### config.mk
export PLATFORM = sky130hd
export DESIGN_NAME = bin2bcd_seq
export DESIGN_NICKNAME = d
export VERILOG_FILES = /design/src/rtl/bin2bcd_pkg.sv /design/src/rtl/bcd_digit_adj.sv /design/src/rtl/bin2bcd_ctrl.sv /design/src/rtl/bin2bcd_shifter.sv /design/src/rtl/bin2bcd_seq.sv
export SDC_FILE = /design/constraint.sdc
export NUM_CORES = 1
export LEC_CHECK = 0
export ABC_AREA = 0
export BUFFER_PORTS_ARGS = -buffer_cell sky130_fd_sc_hd__buf_2
export CAP_MARGIN = 10
export CELL_PAD_IN_SITES_DETAIL_PLACEMENT = 1
export CELL_PAD_IN_SITES_GLOBAL_PLACEMENT = 1
export CORE_AREA = 2 2 71 73
export DETAILED_ROUTE_END_ITERATION = 7
export DIE_AREA = 0 0 73 75
export GPL_TIMING_DRIVEN = 0
export PLACE_DENSITY_LB_ADDON = 0.1
export SETUP_SLACK_MARGIN = 0.1
export SYNTH_ARGS = -nofsm -noshare
export SYNTH_HDL_FRONTEND = slang
export SYNTH_HIERARCHICAL = 1
export SYNTH_SLANG_ARGS = --single-unit
### constraint.sdc
create_clock -name clk -period 2 [get_ports clk]
set_input_delay 0.3 -clock clk [delete_from_list [all_inputs] [get_ports clk]]
set_output_delay 0.3 -clock clk [all_outputs]
set_load 0.01 [all_outputs]
### src/rtl/bin2bcd_pkg.sv
package bin2bcd_pkg;
  // Decimal digits needed for the largest WIDTH-bit value: floor(WIDTH*log10(2)) + 1
  function automatic int dec_digits(input int bits);
    return (bits * 30103) / 100000 + 1;
  endfunction
endpackage

### src/rtl/bcd_digit_adj.sv
// Pre-shift correction of one decimal column: 5..9 gain three, 0..4 pass,
// codes above 9 cannot occur and are forced to zero.
module bcd_digit_adj (
  input  logic [3:0] d,
  output logic [3:0] q
);
  always_comb begin
    if (d <= 4'd4)      q = d;
    else if (d <= 4'd9) q = d + 4'd3;
    else                q = 4'd0;
  end
endmodule

### src/rtl/bin2bcd_ctrl.sv
module bin2bcd_ctrl #(
  parameter int WIDTH = 8
) (
  input  logic clk,
  input  logic rst,
  input  logic start,
  output logic load,
  output logic shift_en,
  output logic last,
  output logic busy,
  output logic done
);
  localparam int CW = $clog2(WIDTH + 1);

  logic [CW-1:0] cnt_q;
  logic          busy_q;
  logic          done_q;

  assign load     = start & ~busy_q;
  assign shift_en = busy_q;
  assign last     = busy_q && (cnt_q == CW'(1));
  assign busy     = busy_q;
  assign done     = done_q;

  always_ff @(posedge clk) begin
    if (rst) begin
      cnt_q  <= '0;
      busy_q <= 1'b0;
      done_q <= 1'b0;
    end else begin
      done_q <= last;
      if (load) begin
        cnt_q  <= CW'(WIDTH);
        busy_q <= 1'b1;
      end else if (busy_q) begin
        cnt_q <= cnt_q - CW'(1);
        if (last) busy_q <= 1'b0;
      end
    end
  end
endmodule

### src/rtl/bin2bcd_shifter.sv
module bin2bcd_shifter #(
  parameter int WIDTH  = 8,
  parameter int DIGITS = 3
) (
  input  logic                  clk,
  input  logic                  rst,
  input  logic                  load,
  input  logic                  shift_en,
  input  logic                  capture,
  input  logic [WIDTH-1:0]      operand,
  output logic [4*DIGITS-1:0]   result
);
  localparam int BCDW = 4 * DIGITS;

  logic [WIDTH-1:0] bin_q;
  logic [BCDW-1:0]  acc_q;
  logic [BCDW-1:0]  acc_adj;
  logic [BCDW-1:0]  acc_nxt;
  logic [BCDW-1:0]  result_q;

  for (genvar g = 0; g < DIGITS; g++) begin : g_col
    bcd_digit_adj u_adj (
      .d (acc_q[4*g +: 4]),
      .q (acc_adj[4*g +: 4])
    );
  end

  // Corrected accumulator doubled with the next operand bit entering at the bottom
  assign acc_nxt = {acc_adj[BCDW-2:0], bin_q[WIDTH-1]};

  always_ff @(posedge clk) begin
    if (rst) begin
      bin_q    <= '0;
      acc_q    <= '0;
      result_q <= '0;
    end else begin
      if (load) begin
        bin_q <= operand;
        acc_q <= '0;
      end else if (shift_en) begin
        bin_q <= bin_q << 1;
        acc_q <= acc_nxt;
      end
      if (capture) result_q <= acc_nxt;
    end
  end

  assign result = result_q;
endmodule

### src/rtl/bin2bcd_seq.sv
module bin2bcd_seq
  import bin2bcd_pkg::*;
#(
  parameter int WIDTH  = 8,
  parameter int DIGITS = dec_digits(WIDTH)
) (
  input  logic                clk,
  input  logic                rst,
  input  logic                start,
  input  logic [WIDTH-1:0]    operand,
  output logic                busy,
  output logic                done,
  output logic [4*DIGITS-1:0] bcd_out
);
  logic load;
  logic shift_en;
  logic last;

  bin2bcd_ctrl #(.WIDTH(WIDTH)) u_ctrl (
    .clk      (clk),
    .rst      (rst),
    .start    (start),
    .load     (load),
    .shift_en (shift_en),
    .last     (last),
    .busy     (busy),
    .done     (done)
  );

  bin2bcd_shifter #(.WIDTH(WIDTH), .DIGITS(DIGITS)) u_shift (
    .clk      (clk),
    .rst      (rst),
    .load     (load),
    .shift_en (shift_en),
    .capture  (last),
    .operand  (operand),
    .result   (bcd_out)
  );
endmodule

# Word-level counts from Yosys, hierarchy flattened

Cells that the tools add are included.

Mux-type cells: 13
Reduce and logical (&&, ||, !) cells: 3
$add $sub $neg: 4
Equal/unequal tests: 1
Bitwise gates (word level): 2
Order comparisons: 6

Operators by type and width:

| kind                  | number |
|---|---|
| $mux W4               | 6 |
| $mux W8               | 2 |
| $le A4 B3 Y1 const B  | 3 |
| $le A4 B4 Y1 const B  | 3 |
| $add A4 B2 Y4 const B | 2 |
| $mux W3               | 2 |
| $eq A4 B1 Y1 const B  | 1 |
| $sub A4 B1 Y4 const B | 1 |
| $add A3 B2 Y3 const B | 1 |
| $mux W1               | 3 |
| $reduce_bool A2 Y1    | 1 |
| $reduce_or A2 Y1      | 1 |
| $and A1 B1 Y1         | 1 |
| $logic_and A1 B1 Y1   | 1 |
| $not A1 Y1            | 1 |

Bits of input ports: 11
Bits in registers: 38
Word-level logic and storage cells: 36
Output and inout bits: 14

# Longest topological paths before layout

Gate-level depths: netlist (run 1).

Depth after elaboration: 5
Mapped depth: 7
Depth with buffers taken out: 7

# Hierarchy

The synthesis (run 1) kept the hierarchy.

By module, submodules not included:

| module          | seq. area each (um^2) | instances | area an instance (um^2) | cells an instance |
|---|---|---|---|---|
| bin2bcd_shifter | 640.6                 | 1         | 1234.9                  | 113 |
| bcd_digit_adj   | 0.0                   | 3         | 161.4                   | 19 |
| bin2bcd_ctrl    | 120.1                 | 1         | 287.8                   | 30 |

# Worst setup path before layout (run 1)

OpenSTA, ideal clock, no wires.

Path type: flip-flop to flip-flop
From: reg u_shift.acc_q[8]
To: reg u_shift.acc_q[10]
Path slack: 0.561 ns
Arrival time: 1.374 ns
Path buffers: 0
Required time: 1.935 ns
Clock period less this slack: 1.439 ns
Cell stages (with the launch flop): 8
Library setup time: 0.065 ns
Cell sequence: dfxtp_1 inv_1 ha_1 nand2b_4 mux2_4 o22ai_2 mux2i_1 nor2_1

Cells in the longest elaborated chain, start to end: 3
Elaborated cells on any way between the ends: 5
Those cells by class: add/sub (1); order compare (2); mux (2)

RTL lines:

| element                                              | RTL line              | source |
|---|---|---|
| start: declaration                                   | bin2bcd_shifter.sv:16 | `logic [BCDW-1:0] acc_q;` |
| start signal: assignment                             | bin2bcd_shifter.sv:42 | `acc_q <= acc_nxt;` |
| $le A4 B4 Y1 / $add A3 B2 Y3 (equally long branches) | bcd_digit_adj.sv:9    | `else if (d <= 4'd9) q = d + 4'd3;` |
| $mux W3                                              | bcd_digit_adj.sv:9    |  |
| $mux W3 (*)                                          | bcd_digit_adj.sv:8    | `if (d <= 4'd4) q = d;` |
| via u_shift.acc_adj[9]                               | bin2bcd_shifter.sv:17 | `logic [BCDW-1:0] acc_adj;` |

The timed path passes the listed nets; every way through them passes the cells marked *.
A chain may end at the register's enable or synchronous reset.

# Worst setup path in the final report (run 1)

From: reg u_shift.acc_q[0]
To: reg u_shift.result_q[2] (netlist: u_shift/result[2])

Cells in the longest elaborated chain, start to end: 3
Elaborated cells on any way between the ends: 5
Those cells by class: add/sub (1); order compare (2); mux (2)

RTL lines:

| element                                              | RTL line              | source |
|---|---|---|
| $add A4 B2 Y4 / $le A4 B4 Y1 (equally long branches) | bcd_digit_adj.sv:9    |  |
| $mux W4                                              | bcd_digit_adj.sv:9    |  |
| $mux W4 (*)                                          | bcd_digit_adj.sv:8    |  |
| via u_shift.acc_adj[1]                               | bin2bcd_shifter.sv:17 |  |
| end signal: assignment                               | bin2bcd_shifter.sv:44 | `if (capture) result_q <= acc_nxt;` |
| end: declaration                                     | bin2bcd_shifter.sv:19 | `logic [BCDW-1:0] result_q;` |

Marked as above.

==> summary.md, run 1 <==
| Metric | Value |
|---|---|
| Sw Pwr | 365 µW |
| Outcome | completed |
| H-Tree Depth | 2 |
| Power Dens Cells | 645 mW/mm² |
| Routed wire per std cell | 14.8 µm |
| Number of max-cap violations | 0 |
| Crit. End Element | register |
| Num CTS Buffers | 5 |
| Clock slew at reported path FFs | 0.08 ns |
| R2r setup slk | 0.28 ns |
| Final WS setup | 0.280 ns |
| RD Place Congestion | 0.766 |
| Drc violations | 0 |
| Layout Area Growth over Synthesis | 13.4% |
| Slowest cell delay on critical path | 0.47 ns |
| Dpl ws | 0.335 ns |
| Max Clock Freq | 581 MHz |
| M1 WL | 1830 µm |
| Met2 Routed Length | 2140 µm |
| Finished Core Util | 48.5% |
| Detailed Route WL | 4190 µm |
| Initial antenna violation count | 0 |
| Crit Reg-Reg Startpoint | u_shift/acc_q[0]$_SDFFE_PP0P_ |
| Register Area | 761 µm² |
| Crit Path Category | register to register |
| Slowest-stage cell, CP | dfxtp_1 |
| Synth Warn # | 6 |
| Tcrit/Tclk final | 86.0% |
| Tightest Pin Transition | 0.456 ns |
| First-pass GRT wire length | 7070 µm |
| FP Rows | 25 |
| Total grt overflow | 0 |
| Lkg Pwr | 0.972 nW |
| CP max FO | 7 |
| P_int | 1.09 mW |
| Die Height | 75 µm |
| # nets final | 251 |
| Relative slew slack | 69.6% |
| Sequential power share | 54.8% |
| Layout fillers | 535 |
| Minimum clock period | 1.72 ns |
| Met3 wire length | 152 µm |
| Buf/Inv on CP | 1 |
| DR top layer | met4 |
| All-Layer GR Usage | 16.8% |
| Switching share of total power | 25.0% |
| Cell count after synthesis | 198 |
| Hold Buf Count CTS | 0 |
| Max IR drop VDD | 0.387 mV |
| Die ar. | 0.00548 mm² |
| CP cell instances | inv_1 -> ha_1 -> nand2b_4 -> mux2_4 -> o22ai_2 -> mux2i_1 -> nor2_1 |
| Maximum clock insertion buffer count | 2 |
| Comb pwr share | 10.8% |
| Multi-input logic area | 0.00112 mm² |
| WP data required | 2.23 ns |
| Post-DP HPWL | 3250 µm |
| Net Count, Synth | 220 |
| PortBufs | 24 |
| Worst skew pair latency | 0.29 ns |
| Postcts setup bufs | 0 |
| Iter 0 DRT Violations | 45 |
| CTS tree | yes |
| RSZ-0062 raised after global routing | false |
| Vias in the first global route | 1567 |
| Root buffer cell | clkbuf_8 |
| Clock share of power | 34.4% |
| Core area | 0.00466 mm² |
| Routed Antenna Nets | 0 |
| Post-DR vias/cell | 5.21 |
| Via count | 1475 |
| Setup TNS | 0 ns |
| Pins over their slew limit | 0 |
| Hold Vio Cnt, Final | 0 |
| Diodes inserted | 0 |
| Ports | 25 |
| Post-Syn Area | 0.00200 mm² |
| Layout cell share with drive strength beyond 1 | 29.3% |
| Initial DRT Pass Iterations | 4 |
| Avg Cell Area, Syn | 10.1 µm² |
| Clk sinks | 38 |
| Final setup viols | 0 |
| Worst EP arrival | 1.95 ns |
| Post-CTS resize count | 0 |
| Crit path max-delay family | flip-flops |
| Clock Skew | 0.00431 ns |
| Die X-Extent | 73 µm |
| CP Launch Type | register |
| Initial Utilization | 42.8% |
| Worst hold path startpoint | operand[0] |
| Worst min path class | input pin to register |
| Largest net degree at the start of global routing | 12 |
| Critical path launch point | u_shift/acc_q[0]$_SDFFE_PP0P_ |
-- area by class of cell --
type,count,share of cell area (%)
tap,54,2.99
sequential,38,33.6
clock buffer,5,3.04
multi-input combinational,139,49.7
timing repair buffer,24,5.31
clock inverter,2,0.442
inverter,12,1.99
buffer,9,2.88
-- cells in the final DEF, fill, tap and decap left out --
| master | instances |
|---|---|
| or3b_1 | 1 |
| o31a_1 | 1 |
| a31o_2 | 3 |
| mux2i_1 | 32 |
| inv_1 | 12 |
| nor3_2 | 1 |
| o21ai_2 | 3 |
| o31ai_1 | 2 |
| clkbuf_1 | 3 |
| xnor2_1 | 1 |
| and2b_2 | 3 |
| clkinv_2 | 2 |
| nor2b_1 | 2 |
| o221ai_1 | 3 |
| and4bb_2 | 1 |
| nand2_1 | 1 |
| or2_2 | 3 |
| or2_1 | 1 |
| buf_6 | 3 |
| a211oi_1 | 8 |
| nor3_1 | 2 |
| ha_1 | 11 |
| nor2_1 | 33 |
| buf_2 | 25 |
| nor2b_2 | 7 |
| nor3b_1 | 4 |
| xor2_1 | 1 |
| mux2_4 | 3 |
| nand3b_1 | 3 |
| o22ai_2 | 3 |
| clkbuf_8 | 5 |
| buf_4 | 2 |
| dfxtp_1 | 38 |
| a21oi_1 | 2 |
| nand2b_1 | 1 |
| nand2b_4 | 3 |
-- path summary, 6_finish.rpt --
| path | to | depth (start not counted) |
|---|---|---|
| setup / recovery | u_shift/result[2]$_SDFFE_PP0P_ | 7 |
| hold / removal | u_shift/bin_q[0]$_SDFFE_PP0P_ | 3 |
| setup reg to reg | u_shift/result[2]$_SDFFE_PP0P_ | 7 |
| hold reg to reg | u_shift/result[4]$_SDFFE_PP0P_ | 2 |
-- flip-flops by register name (all words and copies together), names as in the netlist --
signal          cells
u_ctrl/busy         1
u_ctrl/cnt_q        4
u_ctrl/done         1
u_shift/acc_q      12
u_shift/bin_q       8
u_shift/result     12
-- per-layer routing --
metal,vias to the layer above,GRT usage (%)
met1,699,18.5
met5,-,0
met4,0,5.56
li1,740,-
met2,27,31.0
met3,9,4.69
-- power groups by stage --
stage / logic [mW] / registers (mW) / clock network (mW)
global placement: 0.153 / 0.814 / 0
floorplan: 0.120 / 0.812 / 0
global route: 0.175 / 0.802 / 0.543
detailed placement: 0.160 / 0.816 / 0
CTS: 0.161 / 0.798 / 0.524
finish: 0.157 / 0.799 / 0.502
-- worst register-to-register path, cell delays in order, from the launching register on --
cell      delay, ns
dfxtp_1        0.47
inv_1          0.11
ha_1           0.23
nand2b_4       0.17
mux2_4         0.31
o22ai_2        0.17
mux2i_1        0.10
nor2_1         0.09
-- metrics by stage --
step | power [mW] | cell area, µm² | hold WS, ns | instances
detailed placement | 0.976 | 2180 | 0.486 | 276
floorplan | 0.932 | 2000 | 0.372 | 198
finish | 1.46 | 2260 | 0.251 | 283
global route | 1.52 | 2260 | 0.262 | 283
global placement | 0.968 | 2180 | 0.467 | 276
CTS | 1.48 | 2260 | 0.241 | 283
Power figures use the tool's default switching activity.
==> run 2: changes to the inputs <==
--- a/config.mk
+++ b/config.mk
@@ -14,6 +14,7 @@
 export DETAILED_ROUTE_END_ITERATION = 7
 export DIE_AREA = 0 0 73 75
 export GPL_TIMING_DRIVEN = 0
+export MAX_ROUTING_LAYER = met4
 export PLACE_DENSITY_LB_ADDON = 0.1
 export SETUP_SLACK_MARGIN = 0.1
 export SYNTH_ARGS = -nofsm -noshare
==> run 2 against run 1 <==
Net effect:
- worst hold slack about the same
- register-to-register slack about the same
- largest cell class unchanged
- sequential power about the same
- first-iteration DRC count down 24%
- highest routed layer unchanged
- core utilization unchanged
- critical path type unchanged
- non-clock buffer count unchanged
- combinational power about the same
- routed wire length about the same
- die area unchanged
==> summary.md, run 2 (synthesis results as in run 1) <==
| Metric | Value |
|---|---|
| Max Clock Freq | 582 MHz (+0.16%) |
| Sequential power share | 54.8% (about the same) |
| Dpl ws | 0.335 ns (unchanged) |
| Ports | 25 (unchanged) |
| Detailed Route WL | 4180 µm (about the same) |
| Final WS setup | 0.282 ns (+0.00267 ns) |
| Max IR drop VDD | 0.387 mV (about the same) |
| Cell area after layout | 0.00226 mm² (unchanged) |
| Iter 0 DRT Violations | 34 (-24%) |
| # nets final | 251 (unchanged) |
| Pins over their slew limit | 0 (unchanged) |
| RSZ-0062 raised after global routing | false |
| H-Tree Depth | 2 (unchanged) |
| Largest net degree at the start of global routing | 12 (unchanged) |
| Crit path max-delay family | flip-flops |
| Post-CTS resize count | 0 (unchanged) |
| CP Launch Type | register |
| CTS tree | yes |
| Worst r2r dst | u_shift/result[2]$_SDFFE_PP0P_ |
| Number of max-cap violations | 0 (unchanged) |
| Vias in the first global route | 1561 (-0.38%) |
| Lkg Pwr | 0.972 nW (unchanged) |
| Clock share of power | 34.4% (about the same) |
| Crit. End Element | register |
| Commonest non-fill, non-tap cells in the layout | dfxtp_1, nor2_1, mux2i_1 |
| Commonest non-fill, non-tap cell in the layout | dfxtp_1 |
| Hold Vio Cnt, Final | 0 (unchanged) |
| RD Place Congestion | 0.776 (+1.3%) |
| Initial Utilization | 42.8% (unchanged) |
| Sw Pwr | 364 µW (-0.28%) |
| Postcts setup bufs | 0 (unchanged) |
| Final Power | 1.46 mW (about the same) |
| Buf/Inv on CP | 1 (unchanged) |
| WHS Endpoint | u_shift/bin_q[0]$_SDFFE_PP0P_ |
| Relative slew slack | 69.6% (unchanged) |
| Dpl cell area | 0.00218 mm² (unchanged) |
| Worst skew pair latency | 0.29 ns (about the same) |
| Layout fillers | 535 (unchanged) |
| FP Rows | 25 (unchanged) |
| Tightest Pin Transition | 0.456 ns (unchanged) |
| Clk sinks | 38 (unchanged) |
| Initial antenna violation count | 0 (unchanged) |
| CP max FO | 7 (unchanged) |
| P_int | 1.09 mW (about the same) |
| Diodes inserted | 0 (unchanged) |
| All-Layer GR Usage | 17.3% (+0.53 points) |
| Minimum clock period | 1.72 ns (-0.00267 ns) |
| Power Dens Cells | 644 mW/mm² (about the same) |
| Drc violations | 0 (unchanged) |
| Post-DR vias/cell | 5.23 (+0.41%) |
| Die ar. | 0.00548 mm² (unchanged) |
| Clock slew at reported path FFs | 0.08 ns (about the same) |
| Post-DP HPWL | 3250 µm (unchanged) |
| Worst hold path startpoint | operand[0] |
| Hold WS | 0.251 ns (+0.000268 ns) |
| Final setup viols | 0 (unchanged) |
| Maximum clock insertion buffer count | 2 (unchanged) |
| Setup TNS | 0 ns (unchanged) |
| Clock Skew | 0.00447 ns (+0.000162 ns) |
| PortBufs | 24 (unchanged) |
| Total grt overflow | 0 (unchanged) |
| Die X-Extent | 73 µm (unchanged) |
| Crit Path Category | register to register |
| Core area | 0.00466 mm² (unchanged) |
| Root buffer cell | clkbuf_8 |
| WP data required | 2.23 ns (about the same) |
| R2r worst-path depth | 7 (unchanged) |
| Hold path cells | 3 (unchanged) |
| Routed wire per std cell | 14.8 µm (about the same) |
| Die Height | 75 µm (unchanged) |
| Switching share of total power | 25.0% (-0.053 points) |
| Via count | 1481 (+0.41%) |
| Comb pwr share | 10.8% (about the same) |
| Initial DRT Pass Iterations | 4 (unchanged) |
| Hold Buf Count CTS | 0 (unchanged) |
| Worst min path class | input pin to register |
| Slowest cell delay on critical path | 0.47 ns (about the same) |
| Layout Area Growth over Synthesis | 13.4% (unchanged) |
| Routed Antenna Nets | 0 (unchanged) |
| Worst EP arrival | 1.95 ns (about the same) |
| R2r setup slk | 0.28 ns (about the same) |
| First-pass GRT wire length | 7060 µm (about the same) |
| CP cell instances | inv_1 -> ha_1 -> nand2b_4 -> mux2_4 -> o22ai_2 -> mux2i_1 -> nor2_1 |
| Slowest-stage cell, CP | dfxtp_1 |
| Tcrit/Tclk final | 85.9% (-0.13 points) |
| Num CTS Buffers | 5 (unchanged) |
| Outcome | completed |
| Layout cell share with drive strength beyond 1 | 29.3% (unchanged) |
| Crit Reg-Reg Startpoint | u_shift/acc_q[0]$_SDFFE_PP0P_ |
## run 2: routing by layer
layer	vias to the layer above	GRT usage (%)	part of all wire, %
li1	741	-	-
met5	-	-	0
met4	0	5.56	1.5
met1	704	18.5	44
met2	27	31.0	51
met3	9	4.69	3.8
## run 2: tightest hold or removal path, stage by stage
cell	delay (ns)
buf_2	0.09
nand2_1	0.05
a21oi_1	0.05
## run 2: worst max-delay path by stage
stage | slack (ns) | start | cells past startpoint | endpoint
after floorplan | 0.56 | u_shift/acc_q[0]$_SDFFE_PP0P_ | 7 | u_shift/acc_q[2]$_SDFFE_PP0P_
after global placement | 0.43 | u_shift/acc_q[4]$_SDFFE_PP0P_ | 7 | u_shift/acc_q[6]$_SDFFE_PP0P_
after detailed placement | 0.34 | u_shift/acc_q[0]$_SDFFE_PP0P_ | 7 | u_shift/result[2]$_SDFFE_PP0P_
after CTS | 0.31 | u_shift/acc_q[0]$_SDFFE_PP0P_ | 7 | u_shift/result[2]$_SDFFE_PP0P_
after global routing | 0.17 | u_shift/acc_q[0]$_SDFFE_PP0P_ | 7 | u_shift/result[2]$_SDFFE_PP0P_
final | 0.28 | u_shift/acc_q[0]$_SDFFE_PP0P_ | 7 | u_shift/result[2]$_SDFFE_PP0P_
## run 2: power groups by stage
stage / clock (mW) / sequential, mW / combinational, mW
6_report: 0.501 / 0.799 / 0.157
5_1_grt: 0.543 / 0.802 / 0.175
4_1_cts: 0.524 / 0.798 / 0.161
3_5_place_dp: 0 / 0.816 / 0.160
3_3_place_gp: 0 / 0.814 / 0.153
2_1_floorplan: 0 / 0.812 / 0.120
## run 2: final cells by class
class                           count  area (µm²)  share of cell area, %
Buffer                              9        65.1                   2.88
Clock buffer                        5        68.8                   3.04
Clock inverter                      2        10.0                  0.442
Inverter                           12        45.0                   1.99
Multi-Input combinational cell    139        1120                   49.7
Sequential cell                    38         761                   33.6
Tap cell                           54        67.6                   2.99
Timing Repair Buffer               24         120                   5.31
## run 2: stage by stage
| step | cells | utilization, % |
|---|---|---|
| 2_1_floorplan | 198 | - |
| 3_3_place_gp | 276 | 46.8 |
| 3_5_place_dp | 276 | 46.8 |
| 4_1_cts | 283 | 48.5 |
| 5_1_grt | 283 | 48.5 |
| 6_report | 283 | 48.5 |
